[src/rtl/rng_port_pkg.sv]
package rng_port_pkg;

    typedef enum logic [1:0] {
        IRQ_IDLE = 2'd0,
        IRQ_LOW  = 2'd1,
        IRQ_REL  = 2'd2
    } irq_state_t;

    // Port offsets inside the decoded group; host software depends on them.
    localparam int unsigned OFS_DATA   = 0;
    localparam int unsigned OFS_STATUS = 1;
    localparam int unsigned OFS_IEN    = 2;

    localparam int unsigned PORT_BITS  = 3;

    // Smallest clock count whose duration reaches min_ns.
    function automatic int unsigned min_cycles(input longint unsigned min_ns,
                                               input longint unsigned clk_hz);
        longint unsigned prod;
        longint unsigned cyc;
        prod = min_ns * clk_hz;
        cyc  = (prod + 64'd999_999_999) / 64'd1_000_000_000;
        if (cyc == 0) cyc = 1;
        return int'(cyc);
    endfunction

endpackage

[src/rtl/rng_port_decode.sv]
module rng_port_decode #(
    parameter int unsigned ADDR_W    = 10,
    parameter int unsigned PORT_BITS = 3,
    parameter logic [ADDR_W-1:0] BASE_ADDR = 10'h300
) (
    input  logic [ADDR_W-1:0]           addr,
    output logic [(1<<PORT_BITS)-1:0]   sel
);
    localparam int unsigned NPORTS = 1 << PORT_BITS;

    logic                 group_hit;
    logic [PORT_BITS-1:0] ofs;

    assign group_hit = (addr[ADDR_W-1:PORT_BITS] == BASE_ADDR[ADDR_W-1:PORT_BITS]);
    assign ofs       = addr[PORT_BITS-1:0];

    for (genvar i = 0; i < NPORTS; i++) begin : g_sel
        assign sel[i] = group_hit && (ofs == PORT_BITS'(i));
    end

endmodule

[src/rtl/rng_port_irq_fsm.sv]
module rng_port_irq_fsm
    import rng_port_pkg::*;
#(
    parameter int unsigned PULSE_CYC = 5
) (
    input  logic clk,
    input  logic rst_n,
    input  logic fire,
    input  logic ien,
    output logic drive_low
);
    localparam int unsigned CW = $clog2(PULSE_CYC + 1);
    localparam logic [CW-1:0] CNT_LOAD = CW'(PULSE_CYC - 1);

    irq_state_t    state, nxt;
    logic [CW-1:0] cnt;
    logic          queued;

    // State register.
    always_ff @(posedge clk or negedge rst_n) begin
        if (!rst_n) state <= IRQ_IDLE;
        else        state <= nxt;
    end

    // Width counter: preset outside IRQ_LOW, counts down inside it.
    always_ff @(posedge clk or negedge rst_n) begin
        if (!rst_n)                 cnt <= CNT_LOAD;
        else if (state != IRQ_LOW)  cnt <= CNT_LOAD;
        else if (cnt != '0)         cnt <= cnt - 1'b1;
    end

    // A request arriving mid-pulse waits for the next pulse.
    always_ff @(posedge clk or negedge rst_n) begin
        if (!rst_n)                      queued <= 1'b0;
        else if (state != IRQ_LOW)       queued <= 1'b0;
        else if (fire)                   queued <= 1'b1;
    end

    // Next-state logic.
    always_comb begin
        nxt = state;
        unique case (state)
            IRQ_IDLE: if (fire)            nxt = IRQ_LOW;
            IRQ_LOW:  if (cnt == '0)       nxt = IRQ_REL;
            IRQ_REL:  if (fire || (queued && ien)) nxt = IRQ_LOW;
                      else                 nxt = IRQ_IDLE;
            default:                       nxt = IRQ_IDLE;
        endcase
    end

    // Outputs.
    always_comb begin
        drive_low = 1'b0;
        unique case (state)
            IRQ_LOW: drive_low = 1'b1;
            default: drive_low = 1'b0;
        endcase
    end

endmodule

[src/rtl/rng_host_port.sv]
module rng_host_port
    import rng_port_pkg::*;
#(
    parameter int unsigned ADDR_W     = 10,
    parameter int unsigned DATA_W     = 8,
    parameter logic [ADDR_W-1:0] BASE_ADDR = 10'h300,
    parameter int unsigned CLK_HZ     = 50_000_000,
    parameter int unsigned IRQ_MIN_NS = 100
) (
    input  logic              clk,
    input  logic              rst_n,
    input  logic [ADDR_W-1:0] bus_addr,
    input  logic              bus_rd,
    input  logic              bus_wr,
    input  logic [DATA_W-1:0] bus_wdata,
    output logic [DATA_W-1:0] bus_rdata,
    input  logic [DATA_W-1:0] src_data,
    input  logic              src_ready,
    output logic              byte_pending,
    output logic              irq_drive_low
);
    localparam int unsigned PULSE_CYC = min_cycles(64'(IRQ_MIN_NS), 64'(CLK_HZ));
    localparam int unsigned NPORTS    = 1 << PORT_BITS;

    logic [NPORTS-1:0] sel;
    logic [DATA_W-1:0] data_q;
    logic              ie_q;
    logic              avail_q;
    logic              rdy_q;
    logic              ready_rise;
    logic              rd_data;
    logic              wr_ien;
    logic              fire;

    rng_port_decode #(
        .ADDR_W    (ADDR_W),
        .PORT_BITS (PORT_BITS),
        .BASE_ADDR (BASE_ADDR)
    ) u_decode (
        .addr (bus_addr),
        .sel  (sel)
    );

    assign ready_rise = src_ready && !rdy_q;
    assign rd_data    = bus_rd && sel[OFS_DATA];
    assign wr_ien     = bus_wr && sel[OFS_DATA];
    // A byte counts for an interrupt only if nothing was left unread.
    assign fire       = ready_rise && ie_q && (!avail_q || rd_data);

    always_ff @(posedge clk or negedge rst_n) begin
        if (!rst_n) rdy_q <= 1'b0;
        else        rdy_q <= src_ready;
    end

    always_ff @(posedge clk or negedge rst_n) begin
        if (!rst_n)          data_q <= '0;
        else if (ready_rise) data_q <= src_data;
    end

    // Set wins over the read clear when both land together.
    always_ff @(posedge clk or negedge rst_n) begin
        if (!rst_n)          avail_q <= 1'b0;
        else if (ready_rise) avail_q <= 1'b1;
        else if (rd_data)    avail_q <= 1'b0;
    end

    always_ff @(posedge clk or negedge rst_n) begin
        if (!rst_n)      ie_q <= 1'b0;
        else if (wr_ien) ie_q <= bus_wdata[0];
    end

    always_comb begin
        bus_rdata = '0;
        if (bus_rd) begin
            if (sel[OFS_DATA])   bus_rdata = data_q;
            if (sel[OFS_STATUS]) bus_rdata = DATA_W'(avail_q);
            if (sel[OFS_IEN])    bus_rdata = DATA_W'(ie_q);
        end
    end

    assign byte_pending = avail_q;

    rng_port_irq_fsm #(
        .PULSE_CYC (PULSE_CYC)
    ) u_irq (
        .clk       (clk),
        .rst_n     (rst_n),
        .fire      (fire),
        .ien       (ie_q),
        .drive_low (irq_drive_low)
    );

endmodule

[config.mk]
export PLATFORM = sky130hd
export DESIGN_NAME = rng_host_port
export DESIGN_NICKNAME = d
export VERILOG_FILES = /design/src/rtl/rng_port_pkg.sv /design/src/rtl/rng_port_decode.sv /design/src/rtl/rng_port_irq_fsm.sv /design/src/rtl/rng_host_port.sv
export SDC_FILE = /design/constraint.sdc
export NUM_CORES = 1
export LEC_CHECK = 0
export CAP_MARGIN = 0
export CORE_UTILIZATION = 45
export CTS_CLUSTER_DIAMETER = 120
export CTS_CLUSTER_SIZE = 40
export DETAILED_ROUTE_END_ITERATION = 6
export DONT_BUFFER_PORTS = 1
export PLACE_DENSITY = 0.71
export SETUP_SLACK_MARGIN = 0.4
export SLEW_MARGIN = 10
export SYNTH_ARGS = -nofsm -noshare
export SYNTH_HDL_FRONTEND = slang
export SYNTH_SLANG_ARGS = --single-unit
[constraint.sdc]
create_clock -name clk -period 1.55 [get_ports clk]
set_clock_uncertainty 0.1 [all_clocks]
set_input_delay 0.155 -clock clk [delete_from_list [all_inputs] [get_ports clk]]
set_output_delay 0.155 -clock clk [all_outputs]
set_load 0.005 [all_outputs]
==> results of run 1 <==
-- cell type report --
type	count	area, sq um	area share [%]
inverters	6	25.0	2.10
multi-input cells	49	522	43.7
well taps	25	31.3	2.62
clock buffers	4	26.3	2.20
flip-flops and latches	17	427	35.7
repair buffers	17	163	13.6
-- worst max-delay path: cells and delay by family (launching register included) --
family           cells  cell delay (ns)
flip-flops           1             0.40
AND/OR/NAND/NOR      1             0.23
multiplexers         1             0.09
AO/OA/AOI/OAI        1             0.14
-- timing repair --
item	CTS	global route
pin swaps	12	3
hold buffers	11	0
setup endpoints to repair	21	20
hold endpoints to repair	27	0
cloned	1	0
resized for setup	26	5
buffers inserted	3	1
-- layout by cell type (no fill, tap or decap), drive strengths merged, types with 3 or more instances in the layout --
cell type     n
nand2b        3
dfrtp        16
dlygate4sd3  11
inv           6
and3          3
buf           6
nor2          3
clkbuf        4
and2          7
mux2          9
-- per-stage QoR --
stage	hold WS [ns]	total power [uW]	worst slack, ns	area [sq um]
after global routing	0.0543	878	0.102	1190
after global placement	-0.240	562	0.225	916
after detailed placement	-0.240	565	0.237	916
after floorplan	-0.241	553	0.349	888
after CTS	0.0156	842	0.149	1160
final	0.0190	843	0.149	1190
-- final timing paths --
check | endpoint | depth (start not counted) | from | slack (ns)
hold reg to reg | data_q[3]$_DFFE_PN0N_ | 1 | data_q[3]$_DFFE_PN0N_ | 0.42
max in group asynchronous | data_q[7]$_DFFE_PN0N_ | 1 | rst_n | 0.58
hold / removal | u_irq.state[0]$_DFFE_PN0P_ | 3 | bus_addr[4] | 0.02
min in group asynchronous | u_irq.queued$_DFFE_PN0P_ | 1 | rst_n | 0.28
setup / recovery | bus_rdata[0] | 3 | byte_pending$_DFFE_PN0P_ | 0.15
setup reg to reg | data_q[6]$_DFFE_PN0N_ | 3 | rdy_q$_DFF_PN0_ | 0.33
-- power by group through the flow --
stage	registers, uW	logic [uW]	clock network [uW]
final	496	116	232
after floorplan	494	58.4	0
after detailed placement	499	65.8	0
after CTS	494	110	238
after global routing	499	123	256
after global placement	498	63.6	0
-- layer usage --
metal | routed length (microns) | global-route usage, % | part of all wire [%] | vias up
met5 | 0 | 0 | 0 | -
met4 | 20 | 7.06 | 1.1 | 0
met3 | 88 | 5.16 | 4.8 | 4
met2 | 893 | 28.7 | 49 | 18
met1 | 813 | 23.3 | 45 | 309
li1 | - | - | - | 301
-- cells by family (layout without fill, tap and decap cells) --
logic type               Yosys count  in the layout  synth area share (%)
buffers and inverters              8             27                  4.45
adder cells (fa/ha/maj)            2              2                  2.87
multiplexers                      10             10                  12.8
flip-flops                        17             17                  49.0
XOR/XNOR                           1              1                  1.01
AND/OR/NAND/NOR                   26             27                  22.7
AO/OA/AOI/OAI                      9              9                  7.18
-- registers in the layout (all words and copies together), names as in the netlist --
| signal | flops |
|---|---|
| ie_q | 1 |
| u_irq.state | 2 |
| u_irq.queued | 1 |
| data_q | 8 |
| rdy_q | 1 |
| u_irq.cnt | 3 |
| byte_pending | 1 |
==> flow_summary.json, run 1 <==
{
  "run_status": "completed",
  "cts-root-buf": "clkbuf_4",
  "ys_ff_latch": 17,
  "critPathKind": "flip-flop to output pin",
  "relSlewSlack_pct": 48.2,
  "fp.dieW_microns": 46.0,
  "worstMarginPinSlew_ns": 0.775,
  "wire_per_inst_microns": 15.4,
  "antenna_found_initial": 0,
  "cellLeakagePower_uw": 0.000538,
  "ant_nets": 0,
  "tns_ns": 0,
  "setup_violations": 0,
  "syn_to_final_growth_pct": 37.1,
  "hp-class": "primary input to flip-flop",
  "nFillCells": 143,
  "synth-edff-count": 0,
  "grt_first_pass_wirelength_mm": 2.64,
  "irDropWorstVdd_uv": 584,
  "detail_route.vias_per_cell": 5.36,
  "synth_area_leaders": "dfrtp_1 (46%), mux2_2 (12%), and2_2 (6.0%)",
  "grt_util_all_layers_pct": 18.1,
  "cp-end-kind": "output pin",
  "dp_hpwl_mm": 1.06,
  "crit_path_max_incr_delay_ns": 0.40,
  "start_util_pct": 49.4,
  "htreeDepth": 1,
  "nNetsFinal": 127,
  "initialDrtViolationCount": 4,
  "switching_share_pct": 22.3,
  "dieArea_sq_um": 2120,
  "cts_buffers": 3,
  "period_share_pct": 90.4,
  "port-buffer-count": 0,
  "cts_buffer_depth": 2,
  "cts.clk_slew.worst_paths_ns": 0.10,
  "synth_cells": 73,
  "detail_route.drc_violations": 0,
  "postSynthAreaPerCell_sq_um": 11.9,
  "path_cells": "mux2i_1, o21ai_1, nor4bb_4",
  "synth_top_area_share_pct": 46.0,
  "drv_cap": 0,
  "coreArea_sq_um": 1760,
  "ys_top_cells_by_count": "dfrtp_1 (16), mux2_2 (9), and2_2 (7)",
  "diodes": 0,
  "cp.arrival_ns": 1.15,
  "worstSetupStartpointType": "flip-flop",
  "yosysMostFrequentCell": "dfrtp_1",
  "seqPwrFrac_pct": 58.8,
  "p_sw_uw": 188,
  "clock-sinks": 17,
  "fmax_mhz": 714,
  "clock_latency_ns": 0.29,
  "grt_overflow": 0,
  "powerDensity_nw_per_um2": 707,
  "dp_cells": 98,
  "grt_start_max_net_pins": 18,
  "io_pins": 41,
  "synth_seq_area_share_pct": 49.0,
  "synth_cell_types": 30,
  "routed_wl_mm": 1.82,
  "combinationalPowerShare_pct": 13.7,
  "tritoncts": "built",
  "worstPathRequired_ns": 1.29,
  "synthArstFlopShare_pct": 100,
  "drv_slew": 0,
  "placementRows": 15,
  "dr.pass1.iters": 3,
  "crit_fanout": 3,
  "hold_viol": 0,
  "syn_area_sq_um": 871,
  "place_congestion": 0.666,
  "drive_above_1_share_pct": 46.2,
  "fin_cells": 118,
  "grt_pass1_vias": 609,
  "synth.net_count": 106,
  "p_clk_share_pct": 27.5,
  "fin_util_pct": 67.7,
  "grt_setup_unrepaired": "yes",
  "synth_ff_type": "dfrtp_1",
  "die_h_microns": 46.0,
  "ys_warn_count": 0,
  "period_minus_slack_ns": 1.40,
  "intPower_uw": 656,
  "synth_top_area_cell": "dfrtp_1",
  "via_count": 632,
  "cpMaxStageDelayCell": "dfrtp_1"
}
Note: power is estimated with default switching activity, not from simulation.
==> run 2: changes to the inputs <==
--- a/config.mk
+++ b/config.mk
@@ -6,6 +6,7 @@
 export NUM_CORES = 1
 export LEC_CHECK = 0
 export CAP_MARGIN = 0
+export CORE_MARGIN = 5
 export CORE_UTILIZATION = 45
 export CTS_CLUSTER_DIAMETER = 120
 export CTS_CLUSTER_SIZE = 40
==> run 2 against run 1 <==
  * Non-clock buffer count grew 4
  * Worst hold slack gained 0.030 ns
  * Sequential share of layout area shrank 1.6 points
  * Total power shrank 0.13%
  * Fmax shrank 0.55%
  * Count of clock-buffer cells in the layout shrank 1
  * Critical path type unchanged
  * Largest cell class unchanged
==> flow_summary.json, run 2 (synthesized netlist as in run 1, its figures left out) <==
{
  "cp.arrival_ns": 1.15,
  "hold_end": "ie_q$_DFFE_PN0P_",
  "relSlewSlack_pct": 50.4,
  "io_pins": 41,
  "crit_fanout": 3,
  "worst_slack_ns": 0.141,
  "reg2reg_slack_ns": 0.32,
  "final_common_cell": "dfrtp_1",
  "period_share_pct": 90.9,
  "dr_wl_met2_mm": 1.16,
  "worstReg2RegStart": "rdy_q$_DFF_PN0_",
  "nFillCells": 132,
  "hp-class": "primary input to flip-flop",
  "dr.pass1.iters": 4,
  "cts-root-buf": "clkbuf_4",
  "largest_register_ffs": 8,
  "coreArea_sq_um": 1900,
  "syn_to_final_growth_pct": 43.7,
  "worstHoldStart": "bus_addr[1]",
  "drive_above_1_share_pct": 51.5,
  "drt-met1-wl_microns": 861,
  "placementRows": 16,
  "cp-end-kind": "output pin",
  "cts.clk_slew.worst_paths_ns": 0.10,
  "grt_first_pass_wirelength_mm": 3.46,
  "clock-sinks": 17,
  "rr_worst_depth": 4,
  "place_congestion": 0.757,
  "ant_nets": 0,
  "detail_route.drc_violations": 0,
  "fp.dieW_microns": 54.0,
  "grt_overflow": 0,
  "run_status": "completed",
  "via_count": 653,
  "multi_input_area_sq_um": 543,
  "fmax_mhz": 710,
  "area.sequential_sq_um": 427,
  "cts_buffer_depth": 2,
  "worstPathRequired_ns": 1.29,
  "htreeDepth": 1,
  "antenna_found_initial": 0,
  "routed_wl_mm": 2.16,
  "worstReg2RegEnd": "u_irq.queued$_DFFE_PN0P_",
  "grt_setup_unrepaired": "yes",
  "irDropWorstVdd_uv": 640,
  "wire_per_inst_microns": 17.4,
  "pre_cts_ws_ns": 0.208,
  "power.total_uw": 842,
  "powerDensity_nw_per_um2": 673,
  "regMostFlops": "data_q",
  "start_util_pct": 45.8,
  "cellLeakagePower_uw": 0.000577,
  "holdWs_ns": 0.0492,
  "drv_slew": 0,
  "cts_buffers": 3,
  "initialDrtViolationCount": 15,
  "grt_pass1_vias": 757,
  "worstMarginPinSlew_ns": 0.742,
  "worstSetupStartpointType": "flip-flop",
  "layout_common_cells": "dfrtp_1 (16), dlygate4sd3_1 (11), mux2_4 (8), buf_4 (8), and2_4 (7)",
  "grt_start_max_net_pins": 18,
  "tns_ns": 0,
  "dp_cells": 100,
  "tritoncts": "built",
  "diodes": 0,
  "drv_cap": 0,
  "wl_met3_microns": 104,
  "fin_cells": 124,
  "detail_route.vias_per_cell": 5.27,
  "period_minus_slack_ns": 1.41,
  "clock_latency_ns": 0.28,
  "grt_util_all_layers_pct": 16.4,
  "setup_violations": 0,
  "critPathKind": "flip-flop to output pin",
  "hold_viol": 0,
  "whs_path_depth": 3,
  "nNetsFinal": 131,
  "routed.top_layer": "met4",
  "top_regs": "data_q x8, u_irq.cnt x3, u_irq.state x2",
  "port-buffer-count": 0,
  "dieArea_sq_um": 2910,
  "die_h_microns": 54.0
}
## run 2: worst max path at each step
stage	startpoint	endpoint	cells after the start
finish	byte_pending$_DFFE_PN0P_	bus_rdata[0]	3
global route	byte_pending$_DFFE_PN0P_	bus_rdata[0]	3
CTS	byte_pending$_DFFE_PN0P_	bus_rdata[0]	3
detailed placement	bus_addr[4]	bus_rdata[4]	3
global placement	bus_addr[4]	bus_rdata[6]	3
floorplan	u_irq.state[0]$_DFFE_PN0P_	u_irq.queued$_DFFE_PN0P_	4
## run 2: critical path, cell delays in order, from the launching register on
cell and delay, ns:
dfrtp_1 0.41, mux2i_1 0.10, o21ai_1 0.14, nor4bb_4 0.23
## run 2: final cells by class
cell class,instances,share of cell area [%]
sequential,17,34.1
tap,27,2.70
clock inverter,1,0.400
timing repair buffer,21,15.4
multi-input combinational,49,43.4
clock buffer,3,1.80
inverter,6,2.20
## run 2: routing by layer
layer | GRT usage, % | vias to the layer above
li1 | - | 308
met4 | 5.81 | 0
met1 | 20.9 | 315
met5 | 0 | -
met2 | 27.8 | 25
met3 | 2.77 | 5
## run 2: timing repair
| item | CTS | global route |
|---|---|---|
| setup endpoints to repair | 21 | 21 |
| endpoints found under the hold margin | 27 | 0 |
| hold buffers | 11 | 0 |
| pin swaps | 12 | 4 |
| resized for setup | 28 | 8 |
| buffers inserted | 5 | 3 |
| cloned | 1 | 0 |
## run 2: power breakdown
group          total (uW)  switching, uW  internal (uW)
Sequential            496           19.7            476
Combinational         118           36.3           81.4
Clock                 229            133           95.7
Total                 842            189            653
## run 2: metrics by stage
step / instance area, sq um / utilization (%)
global route: 1250 / 65.8
global placement: 918 / 48.3
detailed placement: 918 / 48.3
finish: 1250 / 65.8
CTS: 1190 / 62.7
floorplan: 888 / -
==> run 3: changes to the inputs <==
--- a/config.mk
+++ b/config.mk
@@ -13,7 +13,7 @@
 export DETAILED_ROUTE_END_ITERATION = 6
 export DONT_BUFFER_PORTS = 1
 export PLACE_DENSITY = 0.71
-export SETUP_SLACK_MARGIN = 0.4
+export SETUP_SLACK_MARGIN = 0.2
 export SLEW_MARGIN = 10
 export SYNTH_ARGS = -nofsm -noshare
 export SYNTH_HDL_FRONTEND = slang
==> run 3 against run 2 <==
  * Core utilization is 9.4 points lower
  * Critical endpoint unchanged
  * Sequential power is 1% lower
  * Critical path depth stayed put
  * Largest power group unchanged
==> flow_summary.json, run 3 (synthesized netlist as in run 1, its figures left out) <==
{
  "irDropWorstVdd_uv": 576,
  "placementRows": 16,
  "tns_ns": 0,
  "setup_violations": 0,
  "path_cells": "mux2i_1, o21ai_1, nor4bb_4",
  "regMostFlops": "data_q",
  "htreeDepth": 1,
  "place_congestion": 0.819,
  "cts.clk_slew.worst_paths_ns": 0.10,
  "grt_first_pass_wirelength_mm": 2.57,
  "critPathKind": "flip-flop to output pin",
  "cts_setup_buffers": 0,
  "dieArea_sq_um": 2910,
  "hp-class": "primary input to flip-flop",
  "grt_setup_unrepaired": "yes",
  "worstSetupStartpointType": "flip-flop",
  "intPower_uw": 631,
  "grt_start_max_net_pins": 18,
  "cts-root-buf": "clkbuf_4",
  "p_sw_uw": 181,
  "period_minus_slack_ns": 1.37,
  "crit_fanout": 3,
  "crit_path_max_incr_delay_ns": 0.40,
  "cp.arrival_ns": 1.11,
  "cellLeakagePower_uw": 0.000481,
  "grt_pass1_vias": 597,
  "cts_buffer_depth": 2,
  "coreArea_sq_um": 1900,
  "die_h_microns": 54.0,
  "cp-end-kind": "output pin",
  "p_clk_share_pct": 28.9,
  "port-buffer-count": 0,
  "fmax_mhz": 732,
  "area.sequential_sq_um": 427,
  "switching_share_pct": 22.3,
  "final_common_cell": "dfrtp_1",
  "fin_area_sq_um": 1070,
  "drv_cap": 0,
  "cts_buffers": 3,
  "clock_latency_ns": 0.29,
  "initialDrtViolationCount": 7,
  "syn_to_final_growth_pct": 23.1,
  "worstMarginPinSlew_ns": 0.737,
  "path_delay_family": "flip-flops",
  "powerDensity_nw_per_um2": 757,
  "start_util_pct": 45.8,
  "power.total_uw": 812,
  "multi_input_area_sq_um": 437,
  "dp_cells": 100,
  "diodes": 0,
  "cpMaxStageDelayCell": "dfrtp_1",
  "tritoncts": "built",
  "top_regs": "data_q x8, u_irq.cnt x3, u_irq.state x2",
  "grt_overflow": 0,
  "via_count": 584,
  "clock-sinks": 17,
  "worstPathRequired_ns": 1.29,
  "nNetsFinal": 122,
  "path_buf_inv": 0,
  "grt_util_all_layers_pct": 12.2,
  "nFillCells": 162,
  "ant_nets": 0,
  "drv_slew": 0,
  "period_share_pct": 88.2,
  "routed_wl_mm": 1.60,
  "combinationalPowerShare_pct": 10.8,
  "detail_route.vias_per_cell": 5.08,
  "dp_hpwl_mm": 1.17,
  "relSlewSlack_pct": 50.7,
  "layout_common_cells": "dfrtp_1 (16), dlygate4sd3_1 (11), mux2_2 (9)",
  "dpl_cell_area_sq_um": 903,
  "seqPwrFrac_pct": 60.3,
  "largest_register_ffs": 8,
  "io_pins": 41,
  "wire_per_inst_microns": 13.9,
  "drive_above_1_share_pct": 35.2,
  "run_status": "completed",
  "hold_viol": 0,
  "dr.pass1.iters": 3,
  "antenna_found_initial": 0,
  "detail_route.drc_violations": 0,
  "fin_cells": 115,
  "fp.dieW_microns": 54.0
}
[run 3: routing by layer]
metal | track usage, % | up-vias | part of all wire (%)
li1 | - | 286 | -
met1 | 15.5 | 282 | 42
met2 | 19.0 | 16 | 51
met3 | 4.16 | 0 | 7.5
met4 | 4.98 | 0 | 0
met5 | 0 | - | 0
[run 3: cell type report]
type	count	share of cell area, %
Tap cell	27	3.15
Clock buffer	3	2.10
Clock inverter	1	0.467
Sequential cell	17	39.8
Timing Repair Buffer	13	11.7
Multi-Input combinational cell	48	40.7
Inverter	6	2.10
[run 3: worst register-to-register path: cells and delay by family (launching register included)]
family | cells | cell delay, ns
multiplexers | 1 | 0.35
flip-flops | 1 | 0.38
AND/OR/NAND/NOR | 1 | 0.14
buffers and inverters | 1 | 0.20
[run 3: final timing paths]
path / startpoint / to / slack [ns] / cells past startpoint
min in group asynchronous: rst_n / u_irq.state[1]$_DFFE_PN0P_ / 0.26 / 1
max in group asynchronous: rst_n / data_q[0]$_DFFE_PN0N_ / 0.63 / 1
min reg2reg: data_q[4]$_DFFE_PN0N_ / data_q[4]$_DFFE_PN0N_ / 0.41 / 1
max reg2reg: rdy_q$_DFF_PN0_ / data_q[6]$_DFFE_PN0N_ / 0.27 / 3
min: bus_addr[5] / u_irq.state[0]$_DFFE_PN0P_ / 0.02 / 3
max: byte_pending$_DFFE_PN0P_ / bus_rdata[0] / 0.18 / 3
[run 3: power by group through the flow]
stage | logic [uW] | clock network, uW | registers, uW
after detailed placement | 55.3 | 0 | 499
after global routing | 97.6 | 268 | 495
after global placement | 53.6 | 0 | 497
final | 88.0 | 234 | 490
after floorplan | 47.8 | 0 | 494
after CTS | 87.8 | 245 | 490
[run 3: through the flow]
stage / setup slack, ns / utilization, % / hold WS, ns
after detailed placement: 0.161 / 47.5 / -0.240
after global placement: 0.199 / 47.5 / -0.240
final: 0.184 / 56.4 / 0.0200
after floorplan: 0.308 / - / -0.241
after global routing: 0.114 / 56.4 / 0.0259
after CTS: 0.152 / 55.9 / 0.0129
[run 3: timing repair]
action / CTS / global route
hold buffers: 11 / 0
hold endpoints to repair: 27 / 0
endpoints found under the setup margin: 2 / 11
gates resized for setup: 4 / 3
pin swaps: 0 / 0
